[src/rtl/tile_ctrl_pkg.sv]
package tile_ctrl_pkg;
  localparam int          DIV_W      = 19;
  localparam int          OSC_N      = 3;
  localparam int          KEY_W      = 16;
  localparam logic [KEY_W-1:0] UNLOCK_KEY = 16'hA05F;
  localparam logic [DIV_W-1:0] DIV_RESET  = 19'h30406;

  // word index (byte offset / 4) of each register
  localparam logic [3:0] W_OSC0  = 4'd0;
  localparam logic [3:0] W_KEY   = 4'd3;
  localparam logic [3:0] W_LED   = 4'd4;
  localparam logic [3:0] W_WDATA = 4'd5;
  localparam logic [3:0] W_BTN   = 4'd6;
  localparam logic [3:0] W_SW    = 4'd7;
  localparam logic [3:0] W_RDBK  = 4'd8;
  localparam logic [3:0] W_XADDR = 4'd9;
  localparam logic [3:0] W_LAST  = W_XADDR;
endpackage

[src/rtl/tile_ctrl_decode.sv]
module tile_ctrl_decode
  import tile_ctrl_pkg::*;
#(
  parameter int ADDR_W = 12
) (
  input  logic              psel,
  input  logic              penable,
  input  logic              pwrite,
  input  logic [ADDR_W-1:0] paddr,
  output logic              hit,
  output logic [3:0]        widx,
  output logic              wr_en
);
  localparam int HI_W = ADDR_W - 6;

  always_comb begin
    widx  = paddr[5:2];
    hit   = (paddr[ADDR_W-1:6] == HI_W'(0)) && (widx <= W_LAST);
    wr_en = psel && penable && pwrite && hit;
  end
endmodule

[src/rtl/tile_ctrl_osc_bank.sv]
module tile_ctrl_osc_bank
  import tile_ctrl_pkg::*;
#(
  parameter int N = OSC_N,
  parameter int W = DIV_W
) (
  input  logic                 clk,
  input  logic                 rst_n,
  input  logic [N-1:0]         wr_hit,
  input  logic [W-1:0]         wdata,
  input  logic                 key_wr,
  input  logic [KEY_W-1:0]     key_data,
  output logic [N*W-1:0]       div_q,
  output logic [KEY_W-1:0]     key_q,
  output logic                 locked_o
);
  always_ff @(posedge clk) begin
    if (!rst_n)      key_q <= '0;
    else if (key_wr) key_q <= key_data;
  end

  assign locked_o = (key_q != UNLOCK_KEY);

  for (genvar i = 0; i < N; i++) begin : g_osc
    logic [W-1:0] r;
    always_ff @(posedge clk) begin
      if (!rst_n)                     r <= DIV_RESET;
      else if (wr_hit[i] && !locked_o) r <= wdata;
    end
    assign div_q[i*W +: W] = r;

    assert_locked_hold_R2: assert property (@(posedge clk) disable iff (!rst_n)
      (wr_hit[i] && locked_o) |=> $stable(div_q[i*W +: W]));
    assert_unlocked_store_R4: assert property (@(posedge clk) disable iff (!rst_n)
      (wr_hit[i] && !locked_o) |=> (div_q[i*W +: W] == $past(wdata)));
  end

  assert_key_unlocks_R3: assert property (@(posedge clk) disable iff (!rst_n)
    (key_wr && key_data == UNLOCK_KEY) |=> !locked_o);
  assert_key_relocks_R3: assert property (@(posedge clk) disable iff (!rst_n)
    (key_wr && key_data != UNLOCK_KEY) |=> locked_o);
endmodule

[src/rtl/tile_ctrl_btn_flag.sv]
module tile_ctrl_btn_flag (
  input  logic clk,
  input  logic rst_n,
  input  logic button_i,
  input  logic wr_en,
  input  logic wr_bit,
  output logic flag_o
);
  always_ff @(posedge clk) begin
    if (!rst_n)        flag_o <= 1'b0;
    else if (button_i) flag_o <= 1'b1;
    else if (wr_en)    flag_o <= wr_bit;
  end

  assert_press_sets_R6: assert property (@(posedge clk) disable iff (!rst_n)
    button_i |=> flag_o);
  assert_write_clears_R6: assert property (@(posedge clk) disable iff (!rst_n)
    (wr_en && !wr_bit && !button_i) |=> !flag_o);
  assert_idle_holds_R6: assert property (@(posedge clk) disable iff (!rst_n)
    (!wr_en && !button_i) |=> $stable(flag_o));
endmodule

[src/rtl/tile_ctrl_regs.sv]
module tile_ctrl_regs
  import tile_ctrl_pkg::*;
#(
  parameter int          ADDR_W    = 12,
  parameter int          LED_W     = 8,
  parameter logic [31:0] XADDR_DEF0 = 32'h8200_0000,
  parameter logic [31:0] XADDR_DEF1 = 32'hC200_0000
) (
  input  logic                   pclk,
  input  logic                   presetn,
  input  logic                   psel,
  input  logic                   penable,
  input  logic                   pwrite,
  input  logic [ADDR_W-1:0]      paddr,
  input  logic [31:0]            pwdata,
  output logic [31:0]            prdata,
  output logic                   pready,
  output logic                   pslverr,
  input  logic [1:0]             board_id,
  input  logic                   button_i,
  input  logic [LED_W-1:0]       dip_sw,
  input  logic                   rdback_valid,
  input  logic [31:0]            rdback_data,
  output logic [OSC_N*DIV_W-1:0] osc_div_o,
  output logic [LED_W-1:0]       led_o,
  output logic                   button_irq_o,
  output logic [31:0]            mst_wdata_o,
  output logic [31:0]            mst_addr_o
);
  logic             hit;
  logic [3:0]       widx;
  logic             wr_en;
  logic [OSC_N-1:0] osc_wr;
  logic [KEY_W-1:0] key_q;
  logic             locked;
  logic [31:0]      rdback_q;

  assign pready  = 1'b1;
  assign pslverr = 1'b0;

  tile_ctrl_decode #(.ADDR_W(ADDR_W)) u_dec (
    .psel(psel), .penable(penable), .pwrite(pwrite), .paddr(paddr),
    .hit(hit), .widx(widx), .wr_en(wr_en)
  );

  for (genvar i = 0; i < OSC_N; i++) begin : g_oscsel
    assign osc_wr[i] = wr_en && (widx == W_OSC0 + 4'(i));
  end

  tile_ctrl_osc_bank #(.N(OSC_N), .W(DIV_W)) u_osc (
    .clk(pclk), .rst_n(presetn), .wr_hit(osc_wr), .wdata(pwdata[DIV_W-1:0]),
    .key_wr(wr_en && widx == W_KEY), .key_data(pwdata[KEY_W-1:0]),
    .div_q(osc_div_o), .key_q(key_q), .locked_o(locked)
  );

  tile_ctrl_btn_flag u_btn (
    .clk(pclk), .rst_n(presetn), .button_i(button_i),
    .wr_en(wr_en && widx == W_BTN), .wr_bit(pwdata[0]), .flag_o(button_irq_o)
  );

  always_ff @(posedge pclk) begin
    if (!presetn) begin
      led_o       <= '1;
      mst_wdata_o <= '0;
      mst_addr_o  <= (board_id == 2'b00) ? XADDR_DEF0 : XADDR_DEF1;
      rdback_q    <= '0;
    end else begin
      if (wr_en && widx == W_LED)   led_o       <= pwdata[LED_W-1:0];
      if (wr_en && widx == W_WDATA) mst_wdata_o <= pwdata;
      if (wr_en && widx == W_XADDR) mst_addr_o  <= pwdata;
      if (rdback_valid)             rdback_q    <= rdback_data;
    end
  end

  always_comb begin
    prdata = '0;
    if (hit) begin
      case (widx)
        W_KEY:   prdata = {15'd0, locked, key_q};
        W_LED:   prdata = 32'(led_o);
        W_WDATA: prdata = mst_wdata_o;
        W_BTN:   prdata = {31'd0, button_irq_o};
        W_SW:    prdata = 32'(dip_sw);
        W_RDBK:  prdata = rdback_q;
        W_XADDR: prdata = mst_addr_o;
        default: begin
          for (int i = 0; i < OSC_N; i++)
            if (widx == W_OSC0 + 4'(i)) prdata = 32'(osc_div_o[i*DIV_W +: DIV_W]);
        end
      endcase
    end
  end

  assert_rdback_capture_R8: assert property (@(posedge pclk) disable iff (!presetn)
    rdback_valid |=> (rdback_q == $past(rdback_data)));
  assert_led_write_R5: assert property (@(posedge pclk) disable iff (!presetn)
    (psel && penable && pwrite && paddr == ADDR_W'(32'h10)) |=> (led_o == $past(pwdata[LED_W-1:0])));
  assert_unused_zero_R10: assert property (@(posedge pclk) disable iff (!presetn)
    (psel && paddr >= ADDR_W'(32'h28)) |-> (prdata == 32'd0));
  assert_addr_hold_R9: assert property (@(posedge pclk) disable iff (!presetn)
    !(psel && penable && pwrite && paddr[ADDR_W-1:2] == (ADDR_W-2)'(9)) |=> $stable(mst_addr_o));
endmodule

[config.mk]
export PLATFORM = sky130hd
export DESIGN_NAME = tile_ctrl_regs
export DESIGN_NICKNAME = d
export VERILOG_FILES = /design/src/rtl/tile_ctrl_pkg.sv /design/src/rtl/tile_ctrl_decode.sv /design/src/rtl/tile_ctrl_osc_bank.sv /design/src/rtl/tile_ctrl_btn_flag.sv /design/src/rtl/tile_ctrl_regs.sv
export SDC_FILE = /design/constraint.sdc
export NUM_CORES = 1
export LEC_CHECK = 0
export BUFFER_PORTS_ARGS = -buffer_cell sky130_fd_sc_hd__buf_2
export CORE_MARGIN = 3
export CORE_UTILIZATION = 35
export DETAILED_ROUTE_END_ITERATION = 7
export GPL_ROUTABILITY_DRIVEN = 0
export PLACE_DENSITY = 0.56
export SYNTH_ARGS = -nofsm -noshare
export SYNTH_HDL_FRONTEND = slang
export SYNTH_HIERARCHICAL = 1
export SYNTH_SLANG_ARGS = --single-unit
[constraint.sdc]
create_clock -name pclk -period 4.5 [get_ports pclk]
set_input_delay 1.35 -clock pclk [delete_from_list [all_inputs] [get_ports pclk]]
set_output_delay 1.35 -clock pclk [all_outputs]
set_load 0.005 [all_outputs]
==> flow_summary.toml <==
[worst_setup_path]
crit_chain = "buf_2, or4_4, nor3_1, buf_4, clkinv_1, buf_12, a31oi_1, buf_2"
path_common_cell = "buf_2"
arrival_ns = 3.11
critPathKind = "in2out"
crit_path_max_incr_delay_ns = 0.53
cp_slowest_cell = "or4_4"
critPathRequiredTime_ns = 3.15
cp_max_fo = 19
start_kind = "input pin"
cp-end-kind = "primary output"

[logic_synthesis]
synthTopCellsByCount = "dfxtp_1 (146), mux2i_1 (116), nand2_1 (110)"
yosysWarnings = 6
synth_top_cell_by_area = "dfxtp_1"
async_flop_share = 0
ys_top_cells_by_area = "dfxtp_1 (34%), mux2i_1 (14%), edfxtp_1 (11%)"
synth_top_area_frac = 0.3411
synth-edff-count = 32
ys_ff_latch = 178
synth.most_common_cell = "dfxtp_1"
ys_seq_area_frac = 0.4532
avgSynthCellArea_sq_um = 10.35
syn-num-nets = 921
synthCells = 828
synth_ff_type = "dfxtp_1"
post_synth_num_cell_types = 59
synthesis.area_sq_um = 8569

[sta]
tightest_slew_ns = 1.168
period_minus_slack_ns = 4.461
finalSetupViolations = 0
hold_viol = 0
rsz0062_at_grt = "no"
fin_skew_ns = 0.01286
drv_slew = 0
tns_ns = 0
max_freq_ghz = 0.2242
min_period_over_period = 0.9913
slew_headroom = 0.2210

[grt]
grt_util_met1 = 0.2942
antenna_found_initial = 2
gr-usage-all-layers = 0.2178
overflow = 0
grt_use_met2 = 0.3546
grt_pass1_wl_microns = 43610
grt_busiest_layer = "met2"
grt_pass1_vias = 6920
grt_use_met3 = 0.04832
grt_max_degree = 90

[placement]
portBuffers = 252
hpwlAfterDp_microns = 20630

[power_and_ir_drop]
p_per_area_nw_per_um2 = 327.1
ir_drop_mv = 0.1936
power.total_mw = 3.486
cellLeakagePower_nw = 4.547

[drt]
wl_microns = 29490
drt-pass1-iter-count = 8
wl_per_cell_microns = 21.21
ant_nets = 0
drc_errors = 0
first_iter_violations = 514
via_per_inst = 5.146
route.vias.total = 7153

[floorplan]
start_util = 0.3608
rows = 56
coreArea_sq_um = 23750
dieHeight_microns = 162.5
die_w_microns = 162.5
io-pin-count = 257
die_area_sq_um = 26400

[final_layout]
drive_above_1_share = 0.3660
multi_input_area_sq_um = 4182
postLayoutCoreUtil = 0.4487
fill_cells = 2364
n_antenna_cell = 0
fin_nets = 1151
syn_to_final_growth_pct = 24.38
register_area_sq_um = 3884

[clocking]
cts_root_buffer = "clkbuf_16"
postCtsSetupBuffers = 0
cts_buffers = 17
cts_resized = 0
hold_buffers = 0
cts.reportedPaths.clkPinSlew_ns = 0.06
cts_buffer_depth = 2
clock_sinks = 178
worstSkewPairLatency_ns = 0.43
cts_tree = "done"
htree_num_levels = 4

[run_status]
outcome = "completed"

[flow_run]
maxCapViolCount = 0

[min_path]
worstHoldPathType = "reg2reg"
worst max-delay path, delay by kind of cell:
kind | cells | cell delay, ns
buf+inv | 5 | 0.70
compound gates | 1 | 0.30
simple gates | 2 | 0.75
sequential cells by signal, indices dropped and copies added, names as in the netlist:
name	count
u_osc/key_q	16
rdback_q	32
mst_wdata_o	32
led_o	8
u_osc/g_osc.r	57
mst_addr_o	32
u_btn/flag_o	1
cell families after synthesis:
logic type,synth area share
buf+inv,0.06016
flops,0.4532
other cells,0.0008764
simple gates,0.2037
compound gates,0.1413
mux,0.1407
cell type report:
type	count	share of cell area
clock buffer	21	0.04320
inverter	3	0.001056
tap	319	0.03745
sequential	178	0.3644
clock inverter	11	0.01186
multi-input combinational	575	0.3923
timing repair buffer	283	0.1498
path summary, 6_finish.rpt:
path | slack (ns) | to | start | cells past startpoint
min reg2reg | 0.48 | u_osc/g_osc[2].r[0] | u_osc/g_osc[2].r[0] | 2
min | 0.48 | u_osc/g_osc[2].r[0] | u_osc/g_osc[2].r[0] | 2
max reg2reg | 2.41 | u_osc/g_osc[0].r[12] | u_osc/key_q[5] | 6
max | 0.04 | prdata[6] | paddr[7] | 8
report_power, final:
group	switching (mW)	total, mW	internal (mW)
clock network	0.658	1.51	0.854
registers	0.0255	1.69	1.66
logic	0.159	0.285	0.125
total	0.843	3.49	2.64
per-layer routing:
metal | vias to the layer above | share of wire
li1 | 3410 | -
met3 | 22 | 0.071
met5 | - | 0.00037
met2 | 250 | 0.47
met4 | 2 | 0.012
met1 | 3469 | 0.45
cells in the final DEF (no fill, tap or decap), types with 3 or more instances in the layout:
| cell type | instances |
|---|---|
| a22o_1 | 5 |
| nor2b_1 | 65 |
| clkbuf_16 | 17 |
| a222oi_1 | 25 |
| a41oi_1 | 3 |
| nand2_2 | 32 |
| or2_0 | 3 |
| o21a_1 | 3 |
| dfxtp_1 | 146 |
| clkinv_1 | 3 |
| nor2_1 | 17 |
| buf_4 | 24 |
| a21oi_1 | 17 |
| nor3_1 | 5 |
| o21ai_0 | 5 |
| a31oi_1 | 14 |
| nand3_1 | 4 |
| a22oi_1 | 27 |
| edfxtp_1 | 32 |
| nand2b_1 | 8 |
| a21boi_2 | 30 |
| and2_1 | 35 |
| nand2_1 | 109 |
| nand3b_1 | 5 |
| a32oi_1 | 3 |
| a211oi_1 | 5 |
| mux2_2 | 3 |
| mux2i_1 | 116 |
| buf_2 | 251 |
| buf_12 | 8 |
per-stage QoR:
step	cell area, sq um	worst slack (ns)	cells	hold WS, ns
2_1_floorplan	8569	0.3359	828	0.4634
3_3_place_gp	10070	0.08383	1358	0.4606
3_5_place_dp	10070	0.07848	1358	0.4671
4_1_cts	10660	0.04739	1390	0.4760
5_1_grt	10660	0.003774	1390	0.4951
6_report	10660	0.03937	1390	0.4762
(Power assumes the default switching activity.)
